### src/rtl/bus_bringup_pkg.sv
package bus_bringup_pkg;

  typedef enum logic [2:0] {
    ST_IDLE,
    ST_DRIVERS,
    ST_HOLD,
    ST_ARBWAIT,
    ST_SETTLE,
    ST_DONE
  } seqState_t;

  typedef enum logic {
    TMR_HOLD,
    TMR_SETTLE
  } timerSel_t;

  // Strobes from control to datapath
  typedef struct packed {
    logic      enDrivers;
    logic      clkStart;
    logic      rstRelease;
    logic      arbSelect;
    logic      finish;
    logic      loadTimer;
    timerSel_t timerSel;
  } seqStrobes_t;

endpackage

### src/rtl/bus_bringup_datapath.sv
module bus_bringup_datapath
  import bus_bringup_pkg::*;
#(
  parameter int CLK_HZ    = 100_000_000,
  parameter int HOLD_US   = 150,
  parameter int SETTLE_US = 1
) (
  input  logic        clk,
  input  logic        rst,
  input  seqStrobes_t strobes,
  output logic        timerExpire,
  output logic        rstDrvEn,
  output logic        clkDrvEn,
  output logic        clkRun,
  output logic        busRstN,
  output logic        arbIntSel,
  output logic        seqDone
);

  localparam int CYC_PER_US = (CLK_HZ / 1_000_000 < 1) ? 1 : CLK_HZ / 1_000_000;
  localparam int PRE_W      = (CYC_PER_US > 1) ? $clog2(CYC_PER_US) : 1;
  localparam int US_MAX     = (HOLD_US > SETTLE_US) ? HOLD_US : SETTLE_US;
  localparam int US_W       = $clog2(US_MAX + 1);
  localparam logic [PRE_W-1:0] PRE_LAST   = PRE_W'(CYC_PER_US - 1);
  localparam logic [US_W-1:0]  HOLD_LOAD  = US_W'(HOLD_US - 1);
  localparam logic [US_W-1:0]  SETTLE_LOAD = US_W'(SETTLE_US - 1);

  logic [PRE_W-1:0] preCnt;
  logic [US_W-1:0]  usLeft;
  logic             timerRun;
  logic             usTick;

  // Microsecond prescaler: one tick every CYC_PER_US cycles of a running timer
  assign usTick      = timerRun && (preCnt == PRE_LAST);
  assign timerExpire = usTick && (usLeft == '0);

  always_ff @(posedge clk) begin
    if (rst) begin
      preCnt   <= '0;
      usLeft   <= '0;
      timerRun <= 1'b0;
    end else if (strobes.loadTimer) begin
      preCnt   <= '0;
      usLeft   <= (strobes.timerSel == TMR_HOLD) ? HOLD_LOAD : SETTLE_LOAD;
      timerRun <= 1'b1;
    end else if (timerRun) begin
      if (timerExpire) begin
        timerRun <= 1'b0;
        preCnt   <= '0;
      end else if (usTick) begin
        preCnt <= '0;
        usLeft <= usLeft - 1'b1;
      end else begin
        preCnt <= preCnt + 1'b1;
      end
    end
  end

  // Bus control output register
  always_ff @(posedge clk) begin
    if (rst) begin
      rstDrvEn  <= 1'b0;
      clkDrvEn  <= 1'b0;
      clkRun    <= 1'b0;
      busRstN   <= 1'b0;
      arbIntSel <= 1'b0;
      seqDone   <= 1'b0;
    end else begin
      if (strobes.enDrivers) begin
        rstDrvEn  <= 1'b1;
        clkDrvEn  <= 1'b1;
        clkRun    <= 1'b0;
        busRstN   <= 1'b0;
        arbIntSel <= 1'b0;
        seqDone   <= 1'b0;
      end
      if (strobes.clkStart)   clkRun    <= 1'b1;
      if (strobes.rstRelease) busRstN   <= 1'b1;
      if (strobes.arbSelect)  arbIntSel <= 1'b1;
      if (strobes.finish)     seqDone   <= 1'b1;
    end
  end

  p_tick_bound_r10: assert property (@(posedge clk) disable iff (rst)
    preCnt <= PRE_LAST);
  p_clk_needs_drv_r3: assert property (@(posedge clk) disable iff (rst)
    clkRun |-> (rstDrvEn && clkDrvEn));
  p_release_needs_clk_r5: assert property (@(posedge clk) disable iff (rst)
    busRstN |-> clkRun);
  p_release_holds_clk_r5: assert property (@(posedge clk) disable iff (rst)
    $rose(busRstN) |-> ($past(clkRun) && $stable(clkDrvEn) && $stable(rstDrvEn)));
  p_arb_after_release_r6: assert property (@(posedge clk) disable iff (rst)
    arbIntSel |-> busRstN);
  p_done_after_arb_r7: assert property (@(posedge clk) disable iff (rst)
    seqDone |-> arbIntSel);

endmodule

### src/rtl/bus_bringup_control.sv
module bus_bringup_control
  import bus_bringup_pkg::*;
(
  input  logic        clk,
  input  logic        rst,
  input  logic        startPulse,
  input  logic        timerExpire,
  output seqStrobes_t strobes
);

  seqState_t state, stateNext;

  always_comb begin
    stateNext = state;
    strobes   = '0;
    unique case (state)
      ST_IDLE, ST_DONE: begin
        if (startPulse) begin
          strobes.enDrivers = 1'b1;
          stateNext         = ST_DRIVERS;
        end
      end
      ST_DRIVERS: begin
        strobes.clkStart  = 1'b1;
        strobes.loadTimer = 1'b1;
        strobes.timerSel  = TMR_HOLD;
        stateNext         = ST_HOLD;
      end
      ST_HOLD: begin
        if (timerExpire) begin
          strobes.rstRelease = 1'b1;
          stateNext          = ST_ARBWAIT;
        end
      end
      ST_ARBWAIT: begin
        strobes.arbSelect = 1'b1;
        strobes.loadTimer = 1'b1;
        strobes.timerSel  = TMR_SETTLE;
        stateNext         = ST_SETTLE;
      end
      ST_SETTLE: begin
        if (timerExpire) begin
          strobes.finish = 1'b1;
          stateNext      = ST_DONE;
        end
      end
      default: stateNext = ST_IDLE;
    endcase
  end

  always_ff @(posedge clk) begin
    if (rst) state <= ST_IDLE;
    else     state <= stateNext;
  end

  p_start_ignored_r8: assert property (@(posedge clk) disable iff (rst)
    (startPulse && state != ST_IDLE && state != ST_DONE) |=> state != ST_DRIVERS);
  p_one_strobe_r2: assert property (@(posedge clk) disable iff (rst)
    $onehot0({strobes.enDrivers, strobes.clkStart, strobes.rstRelease,
              strobes.arbSelect, strobes.finish}));
  p_done_sticky_r9: assert property (@(posedge clk) disable iff (rst)
    (state == ST_DONE && !startPulse) |=> state == ST_DONE);

endmodule

### src/rtl/bus_bringup_seq.sv
module bus_bringup_seq
  import bus_bringup_pkg::*;
#(
  parameter int CLK_HZ    = 100_000_000,
  parameter int HOLD_US   = 150,
  parameter int SETTLE_US = 1
) (
  input  logic clk,
  input  logic rst,
  input  logic startPulse,
  output logic rstDrvEn,
  output logic clkDrvEn,
  output logic clkRun,
  output logic busRstN,
  output logic arbIntSel,
  output logic seqDone
);

  seqStrobes_t strobes;
  logic        timerExpire;

  bus_bringup_control u_control (
    .clk         (clk),
    .rst         (rst),
    .startPulse  (startPulse),
    .timerExpire (timerExpire),
    .strobes     (strobes)
  );

  bus_bringup_datapath #(
    .CLK_HZ    (CLK_HZ),
    .HOLD_US   (HOLD_US),
    .SETTLE_US (SETTLE_US)
  ) u_datapath (
    .clk         (clk),
    .rst         (rst),
    .strobes     (strobes),
    .timerExpire (timerExpire),
    .rstDrvEn    (rstDrvEn),
    .clkDrvEn    (clkDrvEn),
    .clkRun      (clkRun),
    .busRstN     (busRstN),
    .arbIntSel   (arbIntSel),
    .seqDone     (seqDone)
  );

  p_reset_quiet_r1: assert property (@(posedge clk)
    rst |=> !(rstDrvEn || clkDrvEn || clkRun || busRstN || arbIntSel || seqDone));

endmodule

### config.mk
export PLATFORM = sky130hd
export DESIGN_NAME = bus_bringup_seq
export DESIGN_NICKNAME = d
export VERILOG_FILES = /design/src/rtl/bus_bringup_pkg.sv /design/src/rtl/bus_bringup_datapath.sv /design/src/rtl/bus_bringup_control.sv /design/src/rtl/bus_bringup_seq.sv
export SDC_FILE = /design/constraint.sdc
export NUM_CORES = 1
export LEC_CHECK = 0
export ABC_AREA = 1
export BUFFER_PORTS_ARGS = -buffer_cell sky130_fd_sc_hd__buf_2
export CAP_MARGIN = 20
export CORE_ASPECT_RATIO = 1.25
export CORE_UTILIZATION = 62
export DETAILED_ROUTE_END_ITERATION = 16
export GPL_ROUTABILITY_DRIVEN = 0
export PLACE_DENSITY = 0.83
export SLEW_MARGIN = 20
export SYNTH_ARGS = -nofsm -noshare
export SYNTH_HDL_FRONTEND = slang
export SYNTH_SLANG_ARGS = --single-unit
### constraint.sdc
create_clock -name clk -period 3.72 [get_ports clk]
set_input_delay 0.558 -clock clk [delete_from_list [all_inputs] [get_ports clk]]
set_output_delay 0.558 -clock clk [all_outputs]
set_load 0.01 [all_outputs]
==> results of run 1 <==
logic make-up (layout without fill, tap and decap cells):
family,count (synthesis),in the layout,share of synthesized area
and+or+nand+nor,97,97,0.3750
AOI/OAI and AO/OA,26,26,0.1094
buffers and inverters,30,40,0.09082
adders and majority gates,3,3,0.02930
DFF,24,24,0.3750
xor gates and xnor gates,3,3,0.02051
path summary, 6_finish.rpt:
| kind | from | to | slack, ns | cells after the start |
|---|---|---|---|---|
| worst max register to register | u_datapath.preCnt[1]$_SDFFE_PP0P_ | u_datapath.usLeft[7]$_SDFFE_PP0P_ | 2.22 | 10 |
| worst min register to register | u_datapath.busRstN$_SDFFE_PP0P_ | u_datapath.busRstN$_SDFFE_PP0P_ | 0.48 | 2 |
| worst max-delay path | u_datapath.preCnt[1]$_SDFFE_PP0P_ | u_datapath.usLeft[7]$_SDFFE_PP0P_ | 2.22 | 10 |
| worst min-delay path | u_datapath.busRstN$_SDFFE_PP0P_ | u_datapath.busRstN$_SDFFE_PP0P_ | 0.48 | 2 |
per-layer routing:
layer,GRT usage,routed length (um),up-vias
li1,-,-,606
met1,0.3128,1184,557
met2,0.4773,1350,31
met3,0.02759,85,4
met4,0.1406,36,0
met5,0,0,-
metrics by stage:
stage,power (uW),utilization
after CTS,1040,0.7082
after global placement,818.7,0.6814
after detailed placement,847.4,0.6814
after global routing,1123,0.7082
after floorplan,746.3,-
final,1042,0.7082
Yosys cell counts:
| cell type | instances | area share |
|---|---|---|
| nand3_1 | 12 | 0.047 |
| nand2_8 | 1 | 0.016 |
| nor2_2 | 3 | 0.015 |
| dfxtp_1 | 24 | 0.37 |
| clkbuf_1 | 1 | 0.0029 |
| a21oi_2 | 1 | 0.0068 |
| clkinv_1 | 2 | 0.0059 |
| ha_1 | 3 | 0.029 |
| nand2_4 | 2 | 0.018 |
| a21oi_1 | 15 | 0.059 |
| nor3_1 | 3 | 0.012 |
| nor2_1 | 27 | 0.079 |
| nor3_2 | 1 | 0.0078 |
| inv_2 | 1 | 0.0029 |
| nand2_2 | 6 | 0.029 |
| o21a_1 | 2 | 0.012 |
| xor2_1 | 2 | 0.014 |
| buf_4 | 1 | 0.0059 |
| a31oi_1 | 1 | 0.0049 |
| nor2_4 | 2 | 0.018 |
| o21ai_1 | 1 | 0.0039 |
| xnor2_1 | 1 | 0.0068 |
| nand4_1 | 6 | 0.029 |
| inv_1 | 25 | 0.073 |
| nand2_1 | 32 | 0.094 |
| nor3b_1 | 2 | 0.012 |
| o21ai_0 | 6 | 0.023 |
sequential cells by signal, indices dropped and copies added, names as in the netlist:
name and cells:
u_datapath.preCnt 7, u_datapath.arbIntSel 1, u_datapath.clkRun 1, u_datapath.rstDrvEn 1, u_datapath.busRstN 1, u_datapath.usLeft 8
u_datapath.seqDone 1, u_control.state 3, u_datapath.timerRun 1
power breakdown:
group / leakage, uW / internal [uW] / total (uW) / switching, uW
registers: 0.000196 / 311 / 371 / 59.6
clock network: 0.0000279 / 109 / 191 / 82.3
logic: 0.000408 / 165 / 481 / 316
layout by cell type, fill, tap and decap left out, types with 2 or more instances in the layout:
cell      instances
a21oi_1          15
buf_2             8
clkbuf_4          3
clkinv_1          2
dfxtp_1          24
ha_1              3
inv_1            25
nand2_1          32
nand2_2           6
nand2_4           2
nand3_1          12
nand4_1           6
nor2_1           27
nor2_2            3
nor2_4            2
nor3_1            3
nor3b_1           2
o21a_1            2
o21ai_0           6
xor2_1            2
area by class of cell:
type                       count  area (um^2)  area share
clock buffer                   3        22.52     0.01623
clock inverter                 1        30.03     0.02164
inverter                      28        105.1     0.07574
multi-input combinational    129        684.4      0.4932
sequential                    24        480.5      0.3463
tap                           20        25.02     0.01803
timing repair buffer           8        40.04     0.02885
worst max-delay path, cell delays in order, from the launching register on:
cell and delay, ns:
dfxtp_1 0.41, ha_1 0.20, nand2_1 0.07, inv_1 0.09
nand2_2 0.07, nor2_4 0.16, nand2_4 0.10, nand2_8 0.09
nand2_4 0.06, nor2_2 0.12, nor2_1 0.05
==> reports/results.txt, run 1 <==
Fmax: 664.5 MHz
DRT Wirelength: 2656 um
Critical Path End Type: flip-flop
Synth cell types: 27
DRT iter0 DRCs: 25
Post-Route Skew: 0.004884 ns
GRT Total Usage: 0.2683
Share of cells above drive strength 1: 0.1503
Final Hold Viols: 0
Pins Over Slew Limit: 0
Synthesized cell area: 1281 um^2
Critical path launch point type: flip-flop
Post-CTS Setup Inserts: 0
Setup TNS: 0 ns
Worst-margin pin slew: 0.3159 ns
Hpwl dp: 2038 um
Leak: 0.0006311 uW
Vias in the first global route: 1150
Finished Layout Cells: 213
Starting density of the core: 0.6539
Largest net degree at the start of global routing: 15
Antenna diodes: 0
DRT antenna net count: 0
Sequential fraction of the synthesis area: 0.3750
Worst-Skew Late Latency: 0.32 ns
H-tree levels: 1
Placed cell count: 209
Die Width: 42.66 um
Port bufs: 8
Total CTS buffers: 3
Placed cell area: 1335 um^2
Vert. Die Dim: 52.83 um
CTS tree: yes
CP max FO: 8
PwrDens: 751.2 nW/um^2
Core Area: 1959 um^2
DR vias: 1198
Post-CTS Hold Fix Bufs: 0
Worst hold path type: reg -> reg
Number of synthesis warnings: 0
Avg WL per Cell: 12.47 um
Post-Syn Nets: 189
Vias/cell: 5.624
Critical path class: reg -> reg
Setup-failing EPs final: 0
Worst VDD drop: 0.4174 mV
Router iterations before antenna repair: 4
Drt drc: 0
Core Rows: 18
First-pass GRT wire length: 4602 um
Die Footprint: 2254 um^2
Final Cycle Share: 0.4045
Final Hold Slack: 0.4844 ns
Initial antenna violation count: 0
I/O pin count: 9
Dpl ws: 2.262 ns
Unrepaired setup endpoints after global routing: no
Clk slew on worst S/H paths: 0.13 ns
Filler Cell Count: 172
Post-CTS resize count: 0
Worst path arrival time: 1.74 ns
Grt total ovfl: 0
Final net count: 200
Syn avg cell area: 7.001 um^2
Final Cell Area: 1388 um^2
Worst Path Required: 3.96 ns
Final min period: 1.505 ns
Root Driver: clkbuf_4
TritonCTS Sinks: 24
Area grow syn2layout: 8.301%
MaxCap Viol Count: 0
Cells after Synth: 183
Clk buf depth: 2
FF+latch count, synth: 24
Worst relative slew slack: 0.7878
Fin worst setup slack: 2.215 ns
Outcome: finished clean
(Power assumes the default switching activity.)
==> run 2, diff against run 1 <==
--- a/config.mk
+++ b/config.mk
@@ -9,10 +9,10 @@
 export BUFFER_PORTS_ARGS = -buffer_cell sky130_fd_sc_hd__buf_2
 export CAP_MARGIN = 20
 export CORE_ASPECT_RATIO = 1.25
-export CORE_UTILIZATION = 62
+export CORE_UTILIZATION = 58
 export DETAILED_ROUTE_END_ITERATION = 16
 export GPL_ROUTABILITY_DRIVEN = 0
-export PLACE_DENSITY = 0.83
+export PLACE_DENSITY = 0.78
 export SLEW_MARGIN = 20
 export SYNTH_ARGS = -nofsm -noshare
 export SYNTH_HDL_FRONTEND = slang
==> constraint.sdc (replaced) <==
create_clock -name clk -period 1.4 [get_ports clk]
set_input_delay 0.21 -clock clk [delete_from_list [all_inputs] [get_ports clk]]
set_output_delay 0.21 -clock clk [all_outputs]
set_load 0.01 [all_outputs]
==> reports/results.txt, run 2 (synthesis gave the netlist of run 1 again) <==
Comb power frac: 0.495
First-pass GRT wire length: 4326 um
Multi-input logic area: 752.0 um^2
Final Hold Slack: 0.1674 ns
Final net count: 209
H-tree levels: 1
Worst relative slew slack: 0.8322
Share of cells above drive strength 1: 0.2673
Core Rows: 18
Final min period: 1.391 ns
PwrDens: 1934 nW/um^2
Pins Over Slew Limit: 0
Leak: 0.0006980 uW
DRT iter0 DRCs: 23
Setup TNS: 0 ns
Initial antenna violation count: 0
Most flops, register: u_datapath.usLeft
Unrepaired setup endpoints after global routing: yes
Critical Path End Type: flip-flop
Clk buf depth: 2
Total CTS buffers: 3
Critical path class: reg -> reg
MaxCap Viol Count: 0
P_sw: 1301 uW
Starting density of the core: 0.6321
Core Area: 2027 um^2
Filler Cell Count: 150
Area grow syn2layout: 19.53%
Core Util, Final: 0.7556
Avg WL per Cell: 12.04 um
Grt total ovfl: 0
Vias in the first global route: 1060
Die Footprint: 2402 um^2
Drt drc: 0
Router iterations before antenna repair: 5
Fmax: 719.0 MHz
Placed cell area: 1380 um^2
Worst path arrival time: 1.61 ns
Final Cycle Share: 0.9934
Final Cell Area: 1531 um^2
DRT antenna net count: 0
DR vias: 1174
CTS tree: yes
Port bufs: 8
Final Hold Viols: 0
Post-CTS Hold Fix Bufs: 0
Post-Route Skew: 0.009340 ns
Most common cell after layout, fill and taps aside: nand2_1
Critical path launch point type: flip-flop
Worst-Skew Late Latency: 0.31 ns
Hpwl dp: 2016 um
Vias/cell: 5.288
Largest net degree at the start of global routing: 15
Clk pwr share: 0.169
Worst-margin pin slew: 0.2510 ns
Int Pwr: 1661 uW
I/O pin count: 9
Worst Path Required: 1.62 ns
Setup-failing EPs final: 0
Root Driver: clkbuf_4
Biggest regs: u_datapath.usLeft x8, u_datapath.preCnt x7, u_control.state x3
Worst hold path type: in -> reg
Seq pwr share: 0.336
TritonCTS Sinks: 24
DRT Wirelength: 2673 um
FF+latch area: 489.2 um^2
Die Width: 44.04 um
GRT Total Usage: 0.2357
Max reg flops: 8
Switching share of power: 0.4393
Clk slew on worst S/H paths: 0.14 ns
CP max FO: 8
Dpl ws: 0.01751 ns
Outcome: finished clean
Fin worst setup slack: 0.009196 ns
Antenna diodes: 0
Vert. Die Dim: 54.55 um
Worst VDD drop: 1.254 mV
Most frequent cells in the layout: nand2_1, inv_1, nor2_1, dfxtp_1, a21oi_1
run 2: routing by layer:
layer	GRT usage	vias to the layer above	share of wire
met2	0.4240	17	0.51
met1	0.2851	528	0.45
li1	-	627	-
met3	0.03300	2	0.030
met5	0	-	0
met4	0.08081	0	0.0052
run 2: power by group through the flow:
stage | sequential [uW] | clock, uW | combinational (uW)
final | 994 | 500 | 1470
after global routing | 1010 | 528 | 1660
after CTS | 970 | 506 | 1310
after detailed placement | 982 | 0 | 1310
after global placement | 977 | 0 | 1270
after floorplan | 969 | 0 | 1010
run 2: critical path, stage by stage (launching register included):
cell and delay (ns):
dfxtp_4 0.38, inv_1 0.07, ha_1 0.17, nand3_2 0.11
inv_1 0.08, nand2_2 0.07, nand2_4 0.11, nand2_8 0.09
o21ai_1 0.15, nor2_1 0.06
run 2: what timing repair did:
action,CTS,global route
hold endpoints to repair,0,0
resized for setup,1,24
endpoints found under the setup margin,3,12
buffers inserted,0,3
pin swaps,0,5
run 2: final cells by class:
cell class,instances,share of cell area
Multi-Input combinational cell,129,0.4910
Tap cell,20,0.01634
Timing Repair Buffer,17,0.07026
Clock buffer,3,0.01471
Sequential cell,24,0.3194
Inverter,28,0.06863
Clock inverter,1,0.01961
run 2: stage by stage:
stage	total power (uW)	cells
2_1_floorplan	1983	183
3_3_place_gp	2250	215
3_5_place_dp	2290	215
4_1_cts	2788	219
5_1_grt	3200	222
6_report	2962	222
run 2: worst paths after layout:
kind | startpoint | endpoint | slack [ns] | cells after the start
hold reg to reg | u_datapath.arbIntSel$_SDFFE_PP0P_ | u_datapath.arbIntSel$_SDFFE_PP0P_ | 0.47 | 2
hold / removal | rst | u_datapath.usLeft[3]$_SDFFE_PP0P_ | 0.17 | 4
setup / recovery | u_datapath.usLeft[0]$_SDFFE_PP0P_ | u_datapath.usLeft[0]$_SDFFE_PP0P_ | 0.009 | 9
setup reg to reg | u_datapath.usLeft[0]$_SDFFE_PP0P_ | u_datapath.usLeft[0]$_SDFFE_PP0P_ | 0.009 | 9
==> run 3, diff against run 2 <==
--- a/config.mk
+++ b/config.mk
@@ -8,7 +8,6 @@
 export ABC_AREA = 1
 export BUFFER_PORTS_ARGS = -buffer_cell sky130_fd_sc_hd__buf_2
 export CAP_MARGIN = 20
-export CORE_ASPECT_RATIO = 1.25
 export CORE_UTILIZATION = 58
 export DETAILED_ROUTE_END_ITERATION = 16
 export GPL_ROUTABILITY_DRIVEN = 0
==> reports/results.txt, run 3 (synthesis gave the netlist of run 1 again) <==
Placed cell area: 1396 um^2
Clk pwr share: 0.161
Setup-failing EPs final: 2
Worst path arrival time: 1.64 ns
Finished Layout Cells: 234
Avg WL per Cell: 12.42 um
Final Cycle Share: 1.012
CP max FO: 8
Max reg flops: 8
Worst VDD drop: 1.590 mV
Comb power frac: 0.520
I/O pin count: 9
Antenna diodes: 0
Vert. Die Dim: 49 um
CTS tree: yes
Placed cell count: 223
Biggest regs: u_datapath.usLeft x8, u_datapath.preCnt x7, u_control.state x3
Fmax: 705.5 MHz
Initial antenna violation count: 0
Fin worst setup slack: -0.01744 ns
Die Width: 49 um
H-tree levels: 1
Switching share of power: 0.4460
M1 wire length: 1213 um
Critical path class: reg -> reg
Core Util, Final: 0.8045
Vias in the first global route: 1108
Worst path slowest cell: dfxtp_2
Grt total ovfl: 0
Routed wl met2: 1550 um
GRT Total Usage: 0.2399
Drt drc: 0
Most frequent cells in the layout: nand2_1, nor2_1, inv_1, dfxtp_1, a21oi_1
PwrDens: 1937 nW/um^2
Most common cell after layout, fill and taps aside: nand2_1
Final Hold Viols: 0
Filler Cell Count: 127
Root Driver: clkbuf_4
Core Rows: 16
Pins Over Slew Limit: 0
Clk slew on worst S/H paths: 0.13 ns
Post-Route Skew: 0.005565 ns
Final min period: 1.417 ns
Max Used Layer: met4
Met3 WL: 127 um
Worst relative slew slack: 0.8156
First-pass GRT wire length: 4505 um
Violated checks: negative setup slack
Final net count: 214
Largest net degree at the start of global routing: 15
Unrepaired setup endpoints after global routing: yes
Router iterations before antenna repair: 4
DRT antenna net count: 0
Critical path launch point type: flip-flop
Worst-margin pin slew: 0.2751 ns
Outcome: finished with violations
Critical Path End Type: flip-flop
Most flops, register: u_datapath.usLeft
Starting density of the core: 0.6337
Die Footprint: 2401 um^2
P_sw: 1405 uW
Area grow syn2layout: 26.95%
DRT Wirelength: 2907 um
DRT iter0 DRCs: 26
Int Pwr: 1745 uW
Crit-path cells: ha_4 -> nand2_2 -> inv_2 -> nand2_2 -> nor2_4 -> nand2_4 -> nand2_8 -> nand2_8 -> nor2_2 -> nor2_1
CP max stage delay: 0.38 ns
Clk buf depth: 2
Worst Path Required: 1.62 ns
MaxCap Viol Count: 0
DR vias: 1260
Worst Path Buf+Inv: 1
Total CTS buffers: 3
Share of cells above drive strength 1: 0.3092
TritonCTS Sinks: 24
CP delay by family, top: simple AND/OR/NAND/NOR gates
Core Area: 2022 um^2
Port bufs: 8
Worst hold path type: in -> reg
Seq pwr share: 0.318
Leak: 0.0007145 uW
Hpwl dp: 2031 um
Vias/cell: 5.385
Final Cell Area: 1627 um^2
Worst-Skew Late Latency: 0.32 ns
-- run 3: cell count changes in the layout (fill, tap and decap cells not counted), moves of 2 or more --
cell,previous run,this run
buf_4,9,13
ha_1,2,0
inv_1,24,22
nor2_2,5,3
nor2_4,4,6
-- run 3: tightest hold or removal path: cells and delay by family --
family                 cells  cell delay, ns
AO/OA/AOI/OAI              1            0.05
buffers and inverters      2            0.18
AND/OR/NAND/NOR            1            0.06
-- run 3: layout make-up --
class | instances | area [um^2] | area share
Clock inverter | 1 | 30.03 | 0.01846
Multi-Input combinational cell | 129 | 783.3 | 0.4815
Sequential cell | 24 | 491.7 | 0.3023
Clock buffer | 3 | 22.52 | 0.01385
Tap cell | 27 | 33.78 | 0.02077
Timing Repair Buffer | 22 | 157.7 | 0.09692
Inverter | 28 | 107.6 | 0.06615
-- run 3: metrics by stage --
stage	total power [uW]	hold WS, ns	TNS, ns	setup WS [ns]
global placement	2251	0.4450	0	0.01597
detailed placement	2294	0.4536	-0.02930	-0.02848
finish	3151	0.2067	-0.03201	-0.01744
global route	3371	0.2150	-0.2253	-0.06198
CTS	2842	0.2131	-0.0006902	-0.0006902
floorplan	1983	0.3956	0	0.1286
-- run 3: layer usage --
layer | track usage | up-vias
li1 | - | 631
met2 | 0.4421 | 36
met5 | 0 | -
met1 | 0.2938 | 590
met4 | 0.05882 | 0
met3 | 0.02804 | 3
-- run 3: power groups by stage --
stage	sequential [uW]	clock [uW]	combinational, uW
2_1_floorplan	969	0	1010
3_3_place_gp	971	0	1280
3_5_place_dp	980	0	1310
4_1_cts	969	516	1360
5_1_grt	1020	547	1810
6_report	1000	508	1640
-- run 3: worst paths after layout --
check | start | cells past startpoint | slack (ns) | endpoint
worst max-delay path | u_datapath.preCnt[1]$_SDFFE_PP0P_ | 10 | -0.02 | u_datapath.usLeft[4]$_SDFFE_PP0P_
worst min-delay path | rst | 4 | 0.21 | u_datapath.preCnt[1]$_SDFFE_PP0P_
worst min register to register | u_datapath.rstDrvEn$_SDFFE_PP0P_ | 2 | 0.47 | u_datapath.rstDrvEn$_SDFFE_PP0P_
worst max register to register | u_datapath.preCnt[1]$_SDFFE_PP0P_ | 10 | -0.02 | u_datapath.usLeft[4]$_SDFFE_PP0P_
-- run 3: timing repair --
item,CTS,global route
setup endpoints to repair,7,15
pin swaps,0,13
setup buffers,0,7
resized for setup,4,30
hold buffers,0,0
